==> src/rtl/hbi_pkg.sv <==
package hbi_pkg;
  localparam int HBI_DATA_W = 32;
  localparam int HBI_LANES  = HBI_DATA_W / 8;

  typedef enum logic [1:0] {
    BW_8  = 2'd0,
    BW_16 = 2'd1,
    BW_32 = 2'd2
  } bus_width_e;

  // Strap pair to data width; the spare code falls back to 16 bits.
  function automatic bus_width_e width_from_straps(input logic hi, input logic lo);
    unique case ({hi, lo})
      2'b01:   return BW_32;
      2'b10:   return BW_8;
      default: return BW_16;
    endcase
  endfunction

  function automatic logic [HBI_LANES-1:0] lane_enables(input bus_width_e w);
    unique case (w)
      BW_8:    return {{(HBI_LANES-1){1'b0}}, 1'b1};
      BW_32:   return {HBI_LANES{1'b1}};
      default: return {{(HBI_LANES-2){1'b0}}, 2'b11};
    endcase
  endfunction

  // Pin level of an indication: active low unless inverted.
  function automatic logic pin_level(input logic active, input logic invert);
    return (~active) ^ invert;
  endfunction
endpackage

==> src/rtl/hbi_strap_cfg.sv <==
module hbi_strap_cfg
  import hbi_pkg::*;
#(
  parameter int ID_W = 3
) (
  input  logic            clk,
  input  logic            rst,
  input  logic [ID_W-1:0] strap_id,
  input  logic            strap_wake,
  input  logic            strap_eedo,
  input  logic            strap_dw_high,
  output logic [ID_W-1:0] id_q,
  output bus_width_e      width_q,
  output logic            irq_inv_q
);
  // Straps follow the pins while reset is held, then freeze.
  always_ff @(posedge clk) begin
    if (rst) begin
      id_q      <= strap_id;
      width_q   <= width_from_straps(strap_wake, strap_eedo);
      irq_inv_q <= strap_dw_high;
    end
  end

  a_r10_strap_hold: assert property (@(posedge clk) disable iff (rst)
    !$past(rst) |-> ($stable(width_q) && $stable(id_q) && $stable(irq_inv_q)));
endmodule

==> src/rtl/hbi_decode.sv <==
module hbi_decode #(
  parameter int ID_W   = 3,
  parameter int ADDR_W = ID_W + 3
) (
  input  logic [ADDR_W-1:0] addr,
  input  logic              aen,
  input  logic [ID_W-1:0]   id_q,
  input  logic              cmd_data,
  input  logic              ior_n,
  input  logic              iow_n,
  output logic              chip_sel,
  output logic              rd_data,
  output logic              wr_data,
  output logic              rd_index,
  output logic              wr_index,
  output logic              data_cycle
);
  localparam int TOP = ADDR_W - 1;

  logic upper_ok;
  logic rd_act;
  logic wr_act;

  assign upper_ok   = addr[TOP] & addr[TOP-1] & ~addr[TOP-2];
  assign chip_sel   = upper_ok & ~aen & (addr[ID_W-1:0] == id_q);
  assign rd_act     = chip_sel & ~ior_n;
  assign wr_act     = chip_sel & ~iow_n;
  assign rd_data    = rd_act & cmd_data;
  assign wr_data    = wr_act & cmd_data;
  assign rd_index   = rd_act & ~cmd_data;
  assign wr_index   = wr_act & ~cmd_data;
  assign data_cycle = rd_data | wr_data;
endmodule

==> src/rtl/hbi_access.sv <==
module hbi_access
  import hbi_pkg::*;
#(
  parameter int IDX_W  = 8,
  parameter int DATA_W = HBI_DATA_W
) (
  input  logic              clk,
  input  logic              rst,
  input  logic              rd_data,
  input  logic              wr_data,
  input  logic              wr_index,
  input  logic [DATA_W-1:0] din,
  input  bus_width_e        width,
  input  logic              acc_ack,
  input  logic [DATA_W-1:0] acc_rdata,
  output logic              acc_req,
  output logic              acc_we,
  output logic [IDX_W-1:0]  acc_idx,
  output logic [DATA_W-1:0] acc_wdata,
  output logic [IDX_W-1:0]  idx_q,
  output logic [DATA_W-1:0] rdata_q,
  output logic              start_evt
);
  localparam int LANES = DATA_W / 8;

  logic [LANES-1:0]  lanes;
  logic [DATA_W-1:0] lane_mask;
  logic              strobe_now;
  logic              strobe_q;
  logic              done_evt;

  assign lanes = lane_enables(width);

  for (genvar g = 0; g < LANES; g++) begin : g_mask
    assign lane_mask[8*g +: 8] = {8{lanes[g]}};
  end

  assign strobe_now = rd_data | wr_data;
  assign start_evt  = strobe_now & ~strobe_q & ~acc_req;
  assign done_evt   = acc_req & acc_ack;

  always_ff @(posedge clk) begin
    if (rst) begin
      strobe_q  <= 1'b0;
      acc_req   <= 1'b0;
      acc_we    <= 1'b0;
      acc_idx   <= '0;
      acc_wdata <= '0;
      idx_q     <= '0;
      rdata_q   <= '0;
    end else begin
      strobe_q <= strobe_now;
      if (wr_index) idx_q <= din[IDX_W-1:0];
      if (start_evt) begin
        acc_req   <= 1'b1;
        acc_we    <= wr_data;
        acc_idx   <= idx_q;
        acc_wdata <= din & lane_mask;
      end else if (done_evt) begin
        acc_req <= 1'b0;
        if (!acc_we) rdata_q <= acc_rdata & lane_mask;
      end
    end
  end

  a_r12_req_hold: assert property (@(posedge clk) disable iff (rst)
    (acc_req && !acc_ack) |=> acc_req);
  a_r12_drop_after_ack: assert property (@(posedge clk) disable iff (rst)
    (acc_req && acc_ack) |=> !acc_req);
  a_r2_index_only_on_write: assert property (@(posedge clk) disable iff (rst)
    !$past(wr_index) |-> $stable(idx_q));
  a_r3_index_carried: assert property (@(posedge clk) disable iff (rst)
    $rose(acc_req) |-> (acc_idx == $past(idx_q)));
endmodule

==> src/rtl/hbi_host_if.sv <==
module hbi_host_if
  import hbi_pkg::*;
#(
  parameter int ID_W   = 3,
  parameter int IDX_W  = 8,
  parameter int DATA_W = HBI_DATA_W
) (
  input  logic              clk,
  input  logic              rst,
  input  logic [ID_W+2:0]   host_addr,
  input  logic              host_aen,
  input  logic              host_cmd,
  input  logic              host_ior_n,
  input  logic              host_iow_n,
  input  logic [DATA_W-1:0] host_din,
  output logic [DATA_W-1:0] host_dout,
  output logic [DATA_W/8-1:0] host_oe,
  output logic              word_ind,
  output logic              dword_ind,
  output logic              irq_out,
  input  logic [ID_W-1:0]   strap_id,
  input  logic              strap_wake,
  input  logic              strap_eedo,
  input  logic              strap_dw_high,
  input  logic              cfg_word_inv,
  input  logic              cfg_dword_inv,
  input  logic              int_src,
  output logic              acc_req,
  output logic              acc_we,
  output logic [IDX_W-1:0]  acc_idx,
  output logic [DATA_W-1:0] acc_wdata,
  output logic [1:0]        acc_size,
  input  logic              acc_ack,
  input  logic [DATA_W-1:0] acc_rdata
);
  localparam int LANES = DATA_W / 8;

  logic [ID_W-1:0]   id_q;
  bus_width_e        width_q;
  logic              irq_inv_q;
  logic              chip_sel;
  logic              rd_data;
  logic              wr_data;
  logic              rd_index;
  logic              wr_index;
  logic              data_cycle;
  logic [IDX_W-1:0]  idx_q;
  logic [DATA_W-1:0] rdata_q;
  logic              start_evt;
  logic              word_active;
  logic              dword_active;
  logic              read_sel;

  hbi_strap_cfg #(.ID_W(ID_W)) u_straps (
    .clk(clk), .rst(rst), .strap_id(strap_id), .strap_wake(strap_wake),
    .strap_eedo(strap_eedo), .strap_dw_high(strap_dw_high),
    .id_q(id_q), .width_q(width_q), .irq_inv_q(irq_inv_q)
  );

  hbi_decode #(.ID_W(ID_W)) u_decode (
    .addr(host_addr), .aen(host_aen), .id_q(id_q), .cmd_data(host_cmd),
    .ior_n(host_ior_n), .iow_n(host_iow_n), .chip_sel(chip_sel),
    .rd_data(rd_data), .wr_data(wr_data), .rd_index(rd_index),
    .wr_index(wr_index), .data_cycle(data_cycle)
  );

  hbi_access #(.IDX_W(IDX_W), .DATA_W(DATA_W)) u_access (
    .clk(clk), .rst(rst), .rd_data(rd_data), .wr_data(wr_data),
    .wr_index(wr_index), .din(host_din), .width(width_q),
    .acc_ack(acc_ack), .acc_rdata(acc_rdata), .acc_req(acc_req),
    .acc_we(acc_we), .acc_idx(acc_idx), .acc_wdata(acc_wdata),
    .idx_q(idx_q), .rdata_q(rdata_q), .start_evt(start_evt)
  );

  assign read_sel     = rd_data | rd_index;
  assign host_oe      = (read_sel && !rst) ? lane_enables(width_q) : '0;
  assign host_dout    = rd_index ? {{(DATA_W-IDX_W){1'b0}}, idx_q} : rdata_q;
  assign word_active  = data_cycle & (width_q != BW_8);
  assign dword_active = data_cycle & (width_q == BW_32);
  assign word_ind     = pin_level(word_active, cfg_word_inv);
  assign dword_ind    = pin_level(dword_active, cfg_dword_inv);
  assign irq_out      = int_src ^ irq_inv_q;
  assign acc_size     = width_q;

  a_r1_req_needs_sel: assert property (@(posedge clk) disable iff (rst)
    $rose(acc_req) |-> $past(chip_sel && host_cmd && !host_aen));
  a_r6_oe_only_read: assert property (@(posedge clk) disable iff (rst)
    (|host_oe) |-> (!host_ior_n && chip_sel));
  a_r8_dword_idle: assert property (@(posedge clk) disable iff (rst)
    (width_q != BW_32) |-> (dword_ind == !cfg_dword_inv));
  a_r11_quiet_in_reset: assert property (@(posedge clk)
    $past(rst) |-> (!acc_req && host_oe == '0));
  a_r1_start_selected: assert property (@(posedge clk) disable iff (rst)
    start_evt |-> chip_sel);
endmodule

==> config.mk <==
export PLATFORM = sky130hd
export DESIGN_NAME = hbi_host_if
export DESIGN_NICKNAME = d
export VERILOG_FILES = /design/src/rtl/hbi_pkg.sv /design/src/rtl/hbi_strap_cfg.sv /design/src/rtl/hbi_decode.sv /design/src/rtl/hbi_access.sv /design/src/rtl/hbi_host_if.sv
export SDC_FILE = /design/constraint.sdc
export NUM_CORES = 1
export LEC_CHECK = 0
export BUFFER_PORTS_ARGS = -buffer_cell sky130_fd_sc_hd__clkbuf_2
export CORE_ASPECT_RATIO = 0.9
export CORE_UTILIZATION = 45
export CTS_BUF_LIST = sky130_fd_sc_hd__clkbuf_4
export CTS_CLUSTER_SIZE = 24
export DETAILED_ROUTE_END_ITERATION = 7
export GPL_TIMING_DRIVEN = 1
export PLACE_DENSITY = 0.75
export SLEW_MARGIN = 15
export SYNTH_ARGS = -nofsm -noshare
export SYNTH_HDL_FRONTEND = slang
export SYNTH_HIERARCHICAL = 1
export SYNTH_SLANG_ARGS = --single-unit
==> constraint.sdc <==
create_clock -name clk -period 6.2 [get_ports clk]
set_clock_uncertainty 0.15 [all_clocks]
set_input_delay 0.93 -clock clk [delete_from_list [all_inputs] [get_ports clk]]
set_output_delay 0.93 -clock clk [all_outputs]
set_load 0.1 [all_outputs]
### Word-level counts from Yosys, hierarchy flattened

Cells that the tools add are included.

* flip-flop bits (word level): 89
* output and inout bits: 83
* word-level logic and storage cells: 59
* bits of input ports: 86

* reductions and logical operators: 6
* equal/unequal tests: 4
* bitwise operators: 33
* mux-type cells: 6

Operators with widths (count)
* $and 32x32->32: 2
* $mux 32: 1
* $and 1x1->1: 15
* $not 1->1: 11
* $pmux 4 s2: 1
* $eq 2x2->1 const B: 2
* $mux 4: 1
* $pmux 2 s2: 1
* $reduce_bool 2->1: 2
* $eq 3x3->1: 1
* $reduce_and 3->1: 1
* $xor 1x1->1: 3
* $eq 2x1->1 const B: 1
* $logic_not 2->1: 1
* $mux 1: 2
* $or 1x1->1: 2
* $logic_and 1x1->1: 1
* $logic_not 1->1: 1

### Depth between registers and ports, before layout

Gate-level depths: netlist of run 1.

* depth after elaboration: 11
* gate-level depth with buffers: 8
* depth with buffers taken out: 6

### Hierarchy

Netlist of run 1, hierarchy kept.

Modules (own cells, without submodules)
* hbi_access: area each 3443.3 µm², cells each 366, sequential area each 1661.6 µm², instances 1
* hbi_host_if: area each 356.6 µm², cells each 46, sequential area each 0.0 µm², instances 1
* hbi_strap_cfg: area each 196.4 µm², cells each 8, sequential area each 180.2 µm², instances 1
* hbi_decode: area each 93.8 µm², cells each 13, sequential area each 0.0 µm², instances 1

### Worst setup path after synthesis of run 1

No wires, ideal clock.

* kind: input to output
* from: input port host_addr[0]
* to: output port host_oe[3]
* data required time: 5.120 ns
* arrival: 5.005 ns
* path slack: 0.115 ns
* buffers on the path: 1
* cell stages on the path: 6
* cell sequence: xnor2_1 -> nand4_2 -> nor4_1 -> o21bai_1 -> nor3b_1 -> buf_4

* longest elaborated chain between the ends: 7
* elaborated cells on any way between the ends: 8
* classes of those cells: eq/ne (1); mux (1); bitwise (5); reduce/logical (1)

RTL lines
* from (decl): line hbi_host_if.sv:10 `input logic [ID_W+2:0] host_addr,`
* $eq 3x3->1: line hbi_decode.sv:25 `assign chip_sel = upper_ok & ~aen & (addr[ID_W-1:0] == id_q);`
* $and 1x1->1: line hbi_decode.sv:25
* $and 1x1->1: line hbi_decode.sv:26 `assign rd_act = chip_sel & ~ior_n;`
* $and 1x1->1: line hbi_decode.sv:30 `assign rd_index = rd_act & ~cmd_data;`
* named net rd_index: line hbi_host_if.sv:44 `logic rd_index;`
* $or 1x1->1: line hbi_host_if.sv:75 `assign read_sel = rd_data | rd_index;`
* $logic_and 1x1->1: line hbi_host_if.sv:76 `assign host_oe = (read_sel && !rst) ? lane_enables(width_q) : '0;`
* $mux 4: line hbi_host_if.sv:76
* to (decl): line hbi_host_if.sv:17 `output logic [DATA_W/8-1:0] host_oe,`

The timed path passes the listed nets, and every way through them passes these cells.

### Worst setup path in the final report of run 1

* from: input port host_addr[0]
* to: output port host_oe[2]

* longest elaborated chain between the ends: 7
* elaborated cells on any way between the ends: 8
* classes of those cells: eq/ne (1); mux (1); bitwise (5); reduce/logical (1)

RTL lines
* $eq 3x3->1: line hbi_decode.sv:25
* $and 1x1->1: line hbi_decode.sv:25
* $and 1x1->1: line hbi_decode.sv:26
* $and 1x1->1: line hbi_decode.sv:28 `assign rd_data = rd_act & cmd_data;`
* named net rd_data: line hbi_host_if.sv:42 `logic rd_data;`
* $or 1x1->1: line hbi_host_if.sv:75
* $logic_and 1x1->1: line hbi_host_if.sv:76
* $mux 4: line hbi_host_if.sv:76

The timed path passes the listed nets, and every way through them passes these cells.

==> out/metrics.cfg, run 1 <==
[clock_tree]
post-cts-setup-buffers = 0
cts.sinks = 89
tritoncts = done
cts_root_buffer = clkbuf_4
clock_latency_ps = 420
h-tree-depth = 3
cts_buffers = 9
cts_resized = 0
cts_hold_buffers = 0
cts.clk_slew.worst_paths_ps = 140
clk_path_buf_depth = 2

[die]
ioPinCount = 169
initial_core_util_pct = 47.03
die_h_um = 92.41
fp.coreArea_um2 = 8688
dieArea_um2 = 9467
die_w_um = 102.5
row_count = 32

[place]
io_buffers = 168
dp_hpwl_mm = 6.922
place.gp.congestion = 0.7860

[synth]
synth_nets = 519
synth_area_per_cell_um2 = 9.459
netlist_instances = 432
synth_area_um2 = 4086
yosys_warnings = 6

[global_route]
grt_pass1_vias = 3400
antenna_found_initial = 0
grtUsageTotal_pct = 21.76
grt_start_max_net_pins = 108
grt_pass1_wl_mm = 16.19
grt_overflow_total = 0

[route]
drc_errors = 0
drtIter0Drc = 142
viasPerCell = 5.146
first_pass_iters = 5
vias = 3602
wl_mm = 10.23
postRouteAntennaNets = 0
wl_per_cell_um = 14.61

[sta]
finalCritPeriodShare_pct = 63.65
slew_headroom_pct = 22.65
final-setup-viol-count = 0
rsz0062_at_grt = no
hold_viol = 0
drv_slew = 0
whs_ps = 319.1
tightestPinTransition_ps = 1160
period_needed_ps = 3946
final.setup.tns_ps = 0
max_freq_mhz = 253.4

[setup_path]
regToRegEndpoint = u_access/acc_wdata[31]
path_max_fanout = 5
startpoint = host_addr[0]
r2r_cells = 7
r2r-start = u_straps/id_q[0]
cp_data_arrival_time_ps = 2870
crit_type = input port to output port
endpoint_kind = output port
setup.worst_path.end = host_oe[2]
critPathLaunchType = input port
cp.required_ps = 5120
ff2ff_setup_slack_ps = 3120

[power]
power_density_nw_per_um2 = 206.2
p_seq_share_pct = 55.7
power.internal_uw = 787.0
p_leak_uw = 0.002315
p_comb_share_pct = 9.1
swShare_pct = 25.27
power.share.clock_pct = 35.1
ir_drop_v = 0.0001434
p_switching_uw = 266.0

[finish]
area_growth_pct = 24.95
diodes = 0
layout.nets = 663
layout-drive-gt1-share_pct = 42.34
nFillCells = 799

[status]
outcome = complete, no violations

[run]
maxCapViolCount = 0

[hold_path]
hp-class = flip-flop to flip-flop

-- per-layer routing --
layer	global-route usage, %	vias to the layer above	routed length (um)
li1	-	1785	-
met1	26.92	1706	4414
met2	36.33	105	5160
met3	7.321	6	568
met4	4.762	0	81
met5	0	-	0
-- power groups by stage --
stage / combinational [uW] / sequential [uW] / clock [uW]
after CTS: 96.7 / 587 / 383
after detailed placement: 96.1 / 599 / 0
final: 96.2 / 587 / 370
after global routing: 102 / 588 / 410
after global placement: 93.7 / 599 / 0
after floorplan: 44.8 / 611 / 0
-- area by class of cell --
class	count	area (um2)	share of cell area (%)
clock buffer	9	67.56	1.323
clock inverter	7	101.3	1.985
tap	119	148.9	2.916
timing repair buffer	174	900.9	17.64
sequential	89	1842	36.07
inverter	3	11.26	0.2205
multi-input combinational	299	2034	39.84
-- metrics by stage --
step / std cells / instance area [um2] / utilization, % / total power (uW) / setup slack, ps
after global routing: 700 / 5106 / 58.77 / 1100 / 2138
after detailed placement: 683 / 4922 / 56.65 / 695.4 / 2252
after global placement: 682 / 4907 / 56.48 / 692.8 / 2302
final: 700 / 5106 / 58.77 / 1053 / 2254
after CTS: 699 / 5091 / 58.60 / 1067 / 2248
after floorplan: 432 / 4086 / - / 655.3 / 132.2
-- layout by cell type, fill, tap and decap left out, types with 6 or more instances in the layout --
cell and count:
clkbuf_2 168, dfxtp_1 83, nand2_1 42, nand2b_1 40, o21ai_2 39, nor2b_1 26
nand3b_1 26, nand3_1 24, nand4_1 24, nand4b_1 16, nor2_1 12, a21oi_1 10
clkbuf_4 9, mux2i_1 8, mux2_4 6, edfxtp_1 6
-- state kept, by name, indices dropped and copies added (netlist names) --
| register | count |
|---|---|
| u_access/acc_wdata | 32 |
| u_access/acc_we | 1 |
| u_access/acc_idx | 8 |
| u_access/idx_q | 8 |
| u_straps/width_q | 2 |
| u_access/rdata_q | 32 |
| u_straps/irq_inv_q | 1 |
| u_straps/id_q | 3 |
| u_access/acc_req | 1 |
| u_access/strobe_q | 1 |
-- critical path: stages --
cell and delay [ps]:
clkbuf_2 90, xnor2_1 160, nand4_2 210, nor4_1 480
o21bai_1 190, nor3b_1 290, clkbuf_2 510
-- how the worst min path moves through the flow --
stage / startpoint / endpoint / slack [ps] / cells past startpoint
2_1_floorplan: u_access/rdata_q[0] / u_access/rdata_q[0] / 280 / 2
3_3_place_gp: u_access/rdata_q[1] / u_access/rdata_q[1] / 290 / 2
3_5_place_dp: u_access/rdata_q[3] / u_access/rdata_q[3] / 300 / 2
4_1_cts: u_access/rdata_q[3] / u_access/rdata_q[3] / 320 / 2
5_1_grt: u_access/rdata_q[3] / u_access/rdata_q[3] / 330 / 2
6_report: u_access/rdata_q[3] / u_access/rdata_q[3] / 320 / 2
(Power assumes the default switching activity.)
==> inputs of run 2 (changes only) <==
Clock period 6.2 ns to 3.75 ns, I/O delays scaled along.
==> run 2 against run 1 <==
  * Sequential power rose by 65%
  * Cell area rose by 0.71%
  * Sequential share of layout area fell by 0.25 points
  * Non-clock buffer count rose by 1
  * Worst setup slack got worse by 1900 ps
  * Largest cell class unchanged
  * Sequential cell count did not move
  * First-iteration DRC count rose by 4.2%
  * Highest routed layer unchanged
==> out/metrics.cfg, run 2 (same netlist as run 1, synthesis figures left out) <==
[setup_path]
path_max_fanout = 29  ; +24
endpoint_kind = output port
critPathTopFamily = simple AND/OR/NAND/NOR gates
cp_data_arrival_time_ps = 2700  ; -170 ps
cp_slowest_cell = nor4_4
crit_buf_inv = 2  ; unchanged
critPathLaunchType = flip-flop
cp.required_ps = 3040  ; -2080 ps
crit_chain = xnor2_1, nand4_2, nor4_4, buf_12, mux2_2, clkbuf_2
slowest_delay_ps = 440  ; -70 ps
crit_type = flip-flop to output port

[power]
swShare_pct = 27.35  ; +2.1 points
p_leak_uw = 0.002310  ; -0.18%
power.share.clock_pct = 29.0  ; -6.1 points
p_seq_share_pct = 60.9  ; +5.2 points
finalPower_uw = 1594  ; +51%
p_switching_uw = 435.8  ; +64%
power.internal_uw = 1158  ; +47%
power_density_nw_per_um2 = 309.9  ; +50%
ir_drop_v = 0.0002222  ; +55%
p_comb_share_pct = 10.0  ; +0.9 points

[route]
vias = 3649  ; +1.3%
wl_mm = 10.40  ; +1.7%
first_pass_iters = 4  ; -1
postRouteAntennaNets = 0  ; unchanged
drtIter0Drc = 148  ; +4.2%
viasPerCell = 5.205  ; +1.2%
drc_errors = 0  ; unchanged
wl_per_cell_um = 14.83  ; +1.5%

[die]
die_w_um = 102.5  ; unchanged
row_count = 32  ; unchanged
initial_core_util_pct = 47.03  ; unchanged
dieArea_um2 = 9467  ; unchanged
ioPinCount = 169  ; unchanged
die_h_um = 92.41  ; unchanged
fp.coreArea_um2 = 8688  ; unchanged

[global_route]
grt_start_max_net_pins = 107  ; -0.93%
grtUsageTotal_pct = 22.21  ; +0.44 points
antenna_found_initial = 0  ; unchanged
grt_pass1_vias = 3428  ; +0.82%
grt_overflow_total = 0  ; unchanged
grt_pass1_wl_mm = 16.51  ; +2.0%

[sta]
tightestPinTransition_ps = 1147  ; -13.45 ps
final-setup-viol-count = 0  ; unchanged
period_needed_ps = 3412
slew_headroom_pct = 23.55  ; +0.90 points
final.setup.tns_ps = 0  ; unchanged
drv_slew = 0  ; unchanged
max_freq_mhz = 293.1
finalCritPeriodShare_pct = 90.99
rsz0062_at_grt = no
hold_viol = 0  ; unchanged

[place]
io_buffers = 168  ; unchanged
place.gp.congestion = 0.8032  ; +2.2%
dp_hpwl_mm = 7.055  ; +1.9%

[status]
outcome = complete, no violations

[clock_tree]
post-cts-setup-buffers = 0  ; unchanged
cts_resized = 0  ; unchanged
clk_path_buf_depth = 2  ; unchanged
cts_hold_buffers = 0  ; unchanged
clock_latency_ps = 420  ; about the same
cts_root_buffer = clkbuf_4
h-tree-depth = 3  ; unchanged
cts.sinks = 89  ; unchanged
tritoncts = done
cts.clk_slew.worst_paths_ps = 150  ; about the same
cts_buffers = 9  ; unchanged

[finish]
layout.nets = 664  ; +0.15%
layout-drive-gt1-share_pct = 42.44  ; +0.099 points
final_common_cell = clkbuf_2
reg_top3 = u_access/acc_wdata (32), u_access/rdata_q (32)
final_core_util_pct = 59.19  ; +0.42 points
area_growth_pct = 25.84
final_cell_mix = clkbuf_2 (164), dfxtp_1 (83), nand2_1 (42)
diodes = 0  ; unchanged

[run]
maxCapViolCount = 0  ; unchanged

[hold_path]
hp-class = input port to flip-flop

[run 2: power groups by stage]
stage | registers, uW | logic [uW] | clock network [uW]
2_1_floorplan | 1010 | 74.8 | 0
6_report | 971 | 160 | 463
5_1_grt | 973 | 170 | 529
4_1_cts | 971 | 160 | 486
3_5_place_dp | 992 | 160 | 0
3_3_place_gp | 991 | 157 | 0
[run 2: routing by layer]
layer	GRT usage (%)	routed length (um)
met1	27.22	4564
met2	37.78	5157
met3	6.038	592
met4	6.190	82
met5	0	0
[run 2: layout make-up]
cell class	instances	area, um2
fillers	824	3546
multi-input cells	299	2054
flip-flops and latches	89	1842
repair buffers	175	973.4
well taps	119	148.9
clock buffers	9	67.56
clock inverters	7	45.04
inverters	3	11.26
[run 2: final timing paths]
check | cells after the start | slack, ps | to | start
setup reg to reg | 6 | 1150 | u_access/acc_wdata[31] | u_straps/id_q[0]
hold reg to reg | 2 | 320 | u_access/rdata_q[4] | u_access/rdata_q[4]
hold / removal | 1 | 150 | u_straps/id_q[0] | strap_id[0]
setup / recovery | 6 | 340 | host_dout[1] | u_straps/id_q[0]
[run 2: worst register-to-register path, stage by stage (launching register included)]
cell and delay (ps):
edfxtp_1 410, xnor2_1 200, nand4_2 220, nor4_1 490, or2_1 190, and2_4 600
o21ai_0 200
[run 2: stage by stage]
stage / std cells / worst slack, ps / cell area, um2 / hold slack [ps]
final: 701 / 337.8 / 5142 / 151.0
after global routing: 701 / 114.8 / 5142 / 98.85
after CTS: 701 / 307.2 / 5142 / 113.6
after detailed placement: 685 / 571.2 / 5030 / 298.8
after global placement: 684 / 644.7 / 5015 / 296.9
after floorplan: 432 / 120.3 / 4104 / 283.8
